**config.mk**
```make
export PLATFORM = sky130hd
export DESIGN_NAME = srhd_combiner
export DESIGN_NICKNAME = d
export VERILOG_FILES = /design/src/rtl/srhd_pkg.sv /design/src/rtl/srhd_weight_sel.sv /design/src/rtl/srhd_lane.sv /design/src/rtl/srhd_combiner.sv
export SDC_FILE = /design/constraint.sdc
export NUM_CORES = 1
export LEC_CHECK = 0
export CAP_MARGIN = 20
export CORE_MARGIN = 4
export CORE_UTILIZATION = 52
export CTS_CLUSTER_SIZE = 16
export DETAILED_ROUTE_END_ITERATION = 8
export GPL_TIMING_DRIVEN = 1
export PLACE_DENSITY_LB_ADDON = 0.2
export REMOVE_ABC_BUFFERS = 1
export SLEW_MARGIN = 20
export SYNTH_ARGS = -nofsm -noshare
export SYNTH_HDL_FRONTEND = slang
export SYNTH_HIERARCHICAL = 1
export SYNTH_SLANG_ARGS = --single-unit
```
**constraint.sdc**
```tcl
create_clock -name clk -period 5.6 [get_ports clk]
set_input_delay 1.12 -clock clk [delete_from_list [all_inputs] [get_ports clk]]
set_output_delay 1.12 -clock clk [all_outputs]
set_load 0.03 [all_outputs]
```
**src/rtl/srhd_pkg.sv**
```systemverilog
package srhd_pkg;

    typedef enum logic [1:0] {
        TERN_ERASE = 2'b00,
        TERN_PLUS  = 2'b01,
        TERN_MINUS = 2'b10
    } tern_e;

    function automatic tern_e to_tern(input logic ok, input logic bit_val);
        if (!ok)
            return TERN_ERASE;
        return bit_val ? TERN_MINUS : TERN_PLUS;
    endfunction

endpackage

```
**src/rtl/srhd_weight_sel.sv**
```systemverilog
module srhd_weight_sel #(
    parameter int N_HALF  = 8,
    parameter int SCALE_W = 5,
    parameter logic [N_HALF*SCALE_W-1:0] SCALE_TABLE = '0,
    localparam int HALF_W = (N_HALF > 1) ? $clog2(N_HALF) : 1
) (
    input  logic [HALF_W-1:0]         half_idx,
    output logic signed [SCALE_W-1:0] weight
);

    logic signed [SCALE_W-1:0] entry [N_HALF];

    for (genvar k = 0; k < N_HALF; k++) begin : g_entry
        assign entry[k] = SCALE_TABLE[k*SCALE_W +: SCALE_W];
    end

    always_comb begin
        weight = entry[N_HALF-1];
        if (int'(half_idx) < N_HALF)
            weight = entry[half_idx];
    end

endmodule

```
**src/rtl/srhd_lane.sv**
```systemverilog
module srhd_lane
    import srhd_pkg::*;
#(
    parameter int LLR_W   = 5,
    parameter int SCALE_W = 5,
    localparam int SUM_W  = ((LLR_W > SCALE_W) ? LLR_W : SCALE_W) + 2
) (
    input  logic signed [LLR_W-1:0]   llr,
    input  logic signed [SCALE_W-1:0] weight,
    input  logic                      dec_bit,
    input  logic                      decode_ok,
    input  logic                      hard_bit,
    input  logic                      plain_mode,
    output logic                      out_bit
);

    tern_e                   tern;
    logic signed [SUM_W-1:0] llr_x;
    logic signed [SUM_W-1:0] w_x;
    logic signed [SUM_W-1:0] term;
    logic signed [SUM_W-1:0] rel;
    logic                    sr_bit;

    always_comb begin
        tern  = to_tern(decode_ok, dec_bit);
        llr_x = SUM_W'(llr);
        w_x   = SUM_W'(weight);
        unique case (tern)
            TERN_PLUS:  term = w_x;
            TERN_MINUS: term = -w_x;
            default:    term = '0;
        endcase
        rel    = llr_x + term;
        sr_bit = rel[SUM_W-1];
        if (plain_mode)
            out_bit = decode_ok ? dec_bit : hard_bit;
        else
            out_bit = sr_bit;
    end

    always_comb begin
        if (!plain_mode && !decode_ok)
            assert_erase_llr_sign_R4: assert (out_bit == llr[LLR_W-1]);
        if (plain_mode && decode_ok)
            assert_plain_decoded_R6: assert (out_bit == dec_bit);
        if (plain_mode && !decode_ok)
            assert_plain_pass_R7: assert (out_bit == hard_bit);
    end

endmodule

```
**src/rtl/srhd_combiner.sv**
```systemverilog
module srhd_combiner #(
    parameter int N_POS   = 8,
    parameter int LLR_W   = 5,
    parameter int SCALE_W = 5,
    parameter int N_HALF  = 8,
    parameter logic [N_HALF*SCALE_W-1:0] SCALE_TABLE =
        {5'd15, 5'd12, 5'd10, 5'd8, 5'd7, 5'd6, 5'd4, 5'd3},
    localparam int HALF_W = (N_HALF > 1) ? $clog2(N_HALF) : 1
) (
    input  logic                   clk,
    input  logic                   rst_n,
    input  logic                   in_valid,
    output logic                   in_ready,
    input  logic [N_POS*LLR_W-1:0] llr,
    input  logic [N_POS-1:0]       dec_bits,
    input  logic                   decode_ok,
    input  logic [N_POS-1:0]       hard_bits,
    input  logic [HALF_W-1:0]      half_idx,
    input  logic                   plain_mode,
    output logic                   out_valid,
    input  logic                   out_ready,
    output logic [N_POS-1:0]       out_bits
);

    typedef struct packed {
        logic             vld;
        logic [N_POS-1:0] bits;
    } state_t;

    state_t                    st_d, st_q;
    logic signed [SCALE_W-1:0] weight;
    logic [N_POS-1:0]          lane_bits;

    srhd_weight_sel #(
        .N_HALF      (N_HALF),
        .SCALE_W     (SCALE_W),
        .SCALE_TABLE (SCALE_TABLE)
    ) u_wsel (
        .half_idx (half_idx),
        .weight   (weight)
    );

    for (genvar i = 0; i < N_POS; i++) begin : g_lane
        srhd_lane #(
            .LLR_W   (LLR_W),
            .SCALE_W (SCALE_W)
        ) u_lane (
            .llr        (llr[i*LLR_W +: LLR_W]),
            .weight     (weight),
            .dec_bit    (dec_bits[i]),
            .decode_ok  (decode_ok),
            .hard_bit   (hard_bits[i]),
            .plain_mode (plain_mode),
            .out_bit    (lane_bits[i])
        );
    end

    assign in_ready  = !st_q.vld || out_ready;
    assign out_valid = st_q.vld;
    assign out_bits  = st_q.bits;

    always_comb begin
        st_d = st_q;
        if (st_q.vld && out_ready)
            st_d.vld = 1'b0;
        if (in_valid && in_ready) begin
            st_d.vld  = 1'b1;
            st_d.bits = lane_bits;
        end
    end

    always_ff @(posedge clk) begin
        if (!rst_n)
            st_q <= '0;
        else
            st_q <= st_d;
    end

    assert_accept_R8: assert property (@(posedge clk) disable iff (!rst_n)
        (in_valid && in_ready) |=> out_valid);

    assert_hold_R9: assert property (@(posedge clk) disable iff (!rst_n)
        (out_valid && !out_ready) |=> (out_valid && $stable(out_bits)));

    assert_stall_R9: assert property (@(posedge clk) disable iff (!rst_n)
        (out_valid && !out_ready) |-> !in_ready);

endmodule

```
==> impl_metrics.ini <==
[status]
status = finished clean

[logic_synthesis]
synth_top_area_cell = ha_1
synth_area_leaders = ha_1, dfxtp_1, mux2i_1, o21ai_0, nand3_1
synth_top_family_by_area = simple AND/OR/NAND/NOR gates
syn_area_sq_um = 3249
synth_top_flop_cell = dfxtp_1
synth_top_area_share_pct = 19.64
synth-seq-cells = 9
async_flop_share_pct = 0
synth_warnings = 6
muxShareOfSynthArea_pct = 5.237
ys_types = 34
ys_seq_area_share_pct = 5.545
synth_cells = 437
synth_xor_area_share_pct = 2.156
synth_compound_area_share_pct = 25.49
post_synth.cell_area_avg_sq_um = 7.436
synth-edff-count = 0
synth_adder_area_share_pct = 19.64
yosys.area_share.simple_pct = 35.43

[placed_design]
hpwl_um = 6471
place_inst = 580
place_area_sq_um = 4075
place.gp.congestion = 0.9539
place_ws_ns = 0.9940
portBuffers = 74

[power_and_ir_drop]
ir_drop_uv = 70.31
powerDensity_nw_per_um2 = 112.7
p_leak_nw = 1.652

[grt]
grt_pass1_vias = 3405
antenna_found_initial = 0
overflow = 0
grt_start_max_net_pins = 33
grt_pass1_wl_um = 14450
grt_util_all_layers_pct = 22.62

[drt]
num_vias = 3538
ant_nets = 0
drt_pass1_iterations = 4
via_per_inst = 6.058
wire_per_inst_um = 14.58
remaining_drc_errors = 0
drt_wl_total_um = 8516
drt_iter0_drc = 220

[sta]
finalCritPeriodShare_pct = 78.30
rsz0062_at_grt = no
fin_ws_ns = 1.215
worst_slew_pin_slew_ns = 1.027
hold_ws_ns = 0.4600
setup_viol = 0
fin_tns_setup_ns = 0
fmax_mhz = 228.0
finalClockSkew_ns = 0.0007795
final_hold_viol_count = 0
finalMaxSlewViolations = 0
slew_headroom_pct = 31.32
fin_crit_ns = 4.385

[clock_network]
clock-root-buffer = clkbuf_8
post_cts_buffers = 0
cts-resized-gates = 0
clockBufferDepth = 2
cts_buffers = 3
htreeDepth = 1
clock-sinks = 9
path_clk_slew_ns = 0.05
clock_latency_ns = 0.24
cts_tree = built
postCtsHoldBufs = 0

[setup_path]
start_kind = input pin
worstPathRequired_ns = 5.72
critPathMaxFanout = 32
cp_data_arrival_time_ns = 4.51
path_class = input pin to flop
cp-end-kind = flop

[worst_hold_path]
worstHoldPathType = flop to flop

[die]
dieArea_sq_um = 7578
ios = 75
die_h_um = 87.05
num_rows = 28
core_sq_um = 5991
die_x_um = 87.05
start_util_pct = 54.24

[final_layout]
area_growth_pct = 26.80
finalNonFillerCells = 584
drive_gt1_share_pct = 7.859
final_area_sq_um = 4120
diodes = 0
nNetsFinal = 626

[run]
maxCapViolCount = 0
-- critical path, stage by stage --
cell	delay, ns
clkdlybuf4s50_1	0.50
inv_1	0.09
ha_1	0.31
o21ai_2	0.14
buf_4	0.36
inv_1	0.08
ha_1	0.23
or3_1	0.30
a21boi_0	0.24
ha_1	0.28
o2111ai_1	0.24
a211oi_1	0.08
a41oi_1	0.26
nand3_1	0.10
nand2_1	0.06
mux2i_1	0.08
-- report_power, final --
part / internal (mW) / switching, mW
Sequential: 0.0700 / 0.00405
Combinational: 0.150 / 0.163
Clock: 0.0498 / 0.0275
Total: 0.269 / 0.195
-- path summary, 6_finish.rpt --
kind	from	to	slack, ns	cells after the start
hold / removal	out_bits[6]	out_bits[6]	0.46	2
setup reg to reg	out_valid	out_bits[2]	4.64	3
hold reg to reg	out_bits[6]	out_bits[6]	0.46	2
setup / recovery	half_idx[0]	out_bits[2]	1.21	16
-- layer usage --
metal  share of wire (%)  vias to the layer above  track usage [%]
met4                 1.2                        0            7.790
li1                    -                     1831                -
met3                 5.6                        9            1.041
met2                  49                       90            41.41
met5                   0                        -                0
met1                  44                     1608            27.88
-- kinds of logic (layout without fill, tap and decap cells) --
family,count (synthesis),count (layout)
AND/OR/NAND/NOR,180,180
AO/OA/AOI/OAI,123,123
adder cells (fa/ha/maj),51,51
buffers and inverters,48,120
multiplexers,17,17
flip-flops,9,9
XOR/XNOR,8,8
other,1,1
-- cells in the final DEF (no fill, tap or decap) --
cell and n:
mux2i_1 16, nor4_1 8, clkbuf_1 1, nand2_1 18, o21ai_0 32, clkbuf_8 3
a41oi_1 8, a21boi_0 9, or4b_4 8, nor2b_1 16, clkdlybuf4s50_1 73, a311o_1 8
buf_2 1, xnor2_1 8, and2_1 24, and2_4 1, mux2i_4 1, o31ai_1 8
nand4_1 16, conb_1 1, dfxtp_1 9, and4bb_2 8, a311oi_1 8, ha_1 51
nor2_1 16, a21oi_1 24, buf_4 7, o21ai_2 2, inv_1 35, nor3b_1 8
nand2b_1 8, o2111ai_1 8, or3_1 8, a211oi_1 16, nand2b_4 1, nand2b_2 8
nand3_1 32
-- final cells by class --
| cell class | instances | area [sq um] |
|---|---|---|
| Clock buffer | 4 | 45.04 |
| Fill cell | 536 | 1871 |
| Inverter | 35 | 131.4 |
| Multi-Input combinational cell | 380 | 2882 |
| Sequential cell | 9 | 180.2 |
| Tap cell | 75 | 93.84 |
| Timing Repair Buffer | 81 | 788.3 |
-- registers in the layout, indices dropped and copies added, names as in the netlist --
| register | cells |
|---|---|
| out_bits | 8 |
| out_valid | 1 |
-- synthesized netlist by cell type, types with 9 or more instances --
library cell	count
a21oi_1	24
a21boi_0	9
a211oi_1	16
dfxtp_1	9
nand4_1	16
ha_1	51
nand3_1	32
and2_1	24
nor2b_1	16
nor2_1	16
mux2i_1	17
o21ai_0	34
inv_1	35
nand2_1	18
-- metrics by stage --
stage / utilization, % / power [mW]
global route: 68.78 / 0.5079
finish: 68.78 / 0.4643
floorplan: - / 0.2586
global placement: 68.02 / 0.3765
CTS: 68.78 / 0.4647
detailed placement: 68.02 / 0.3843
No activity file was read; power rests on OpenSTA's default activity.
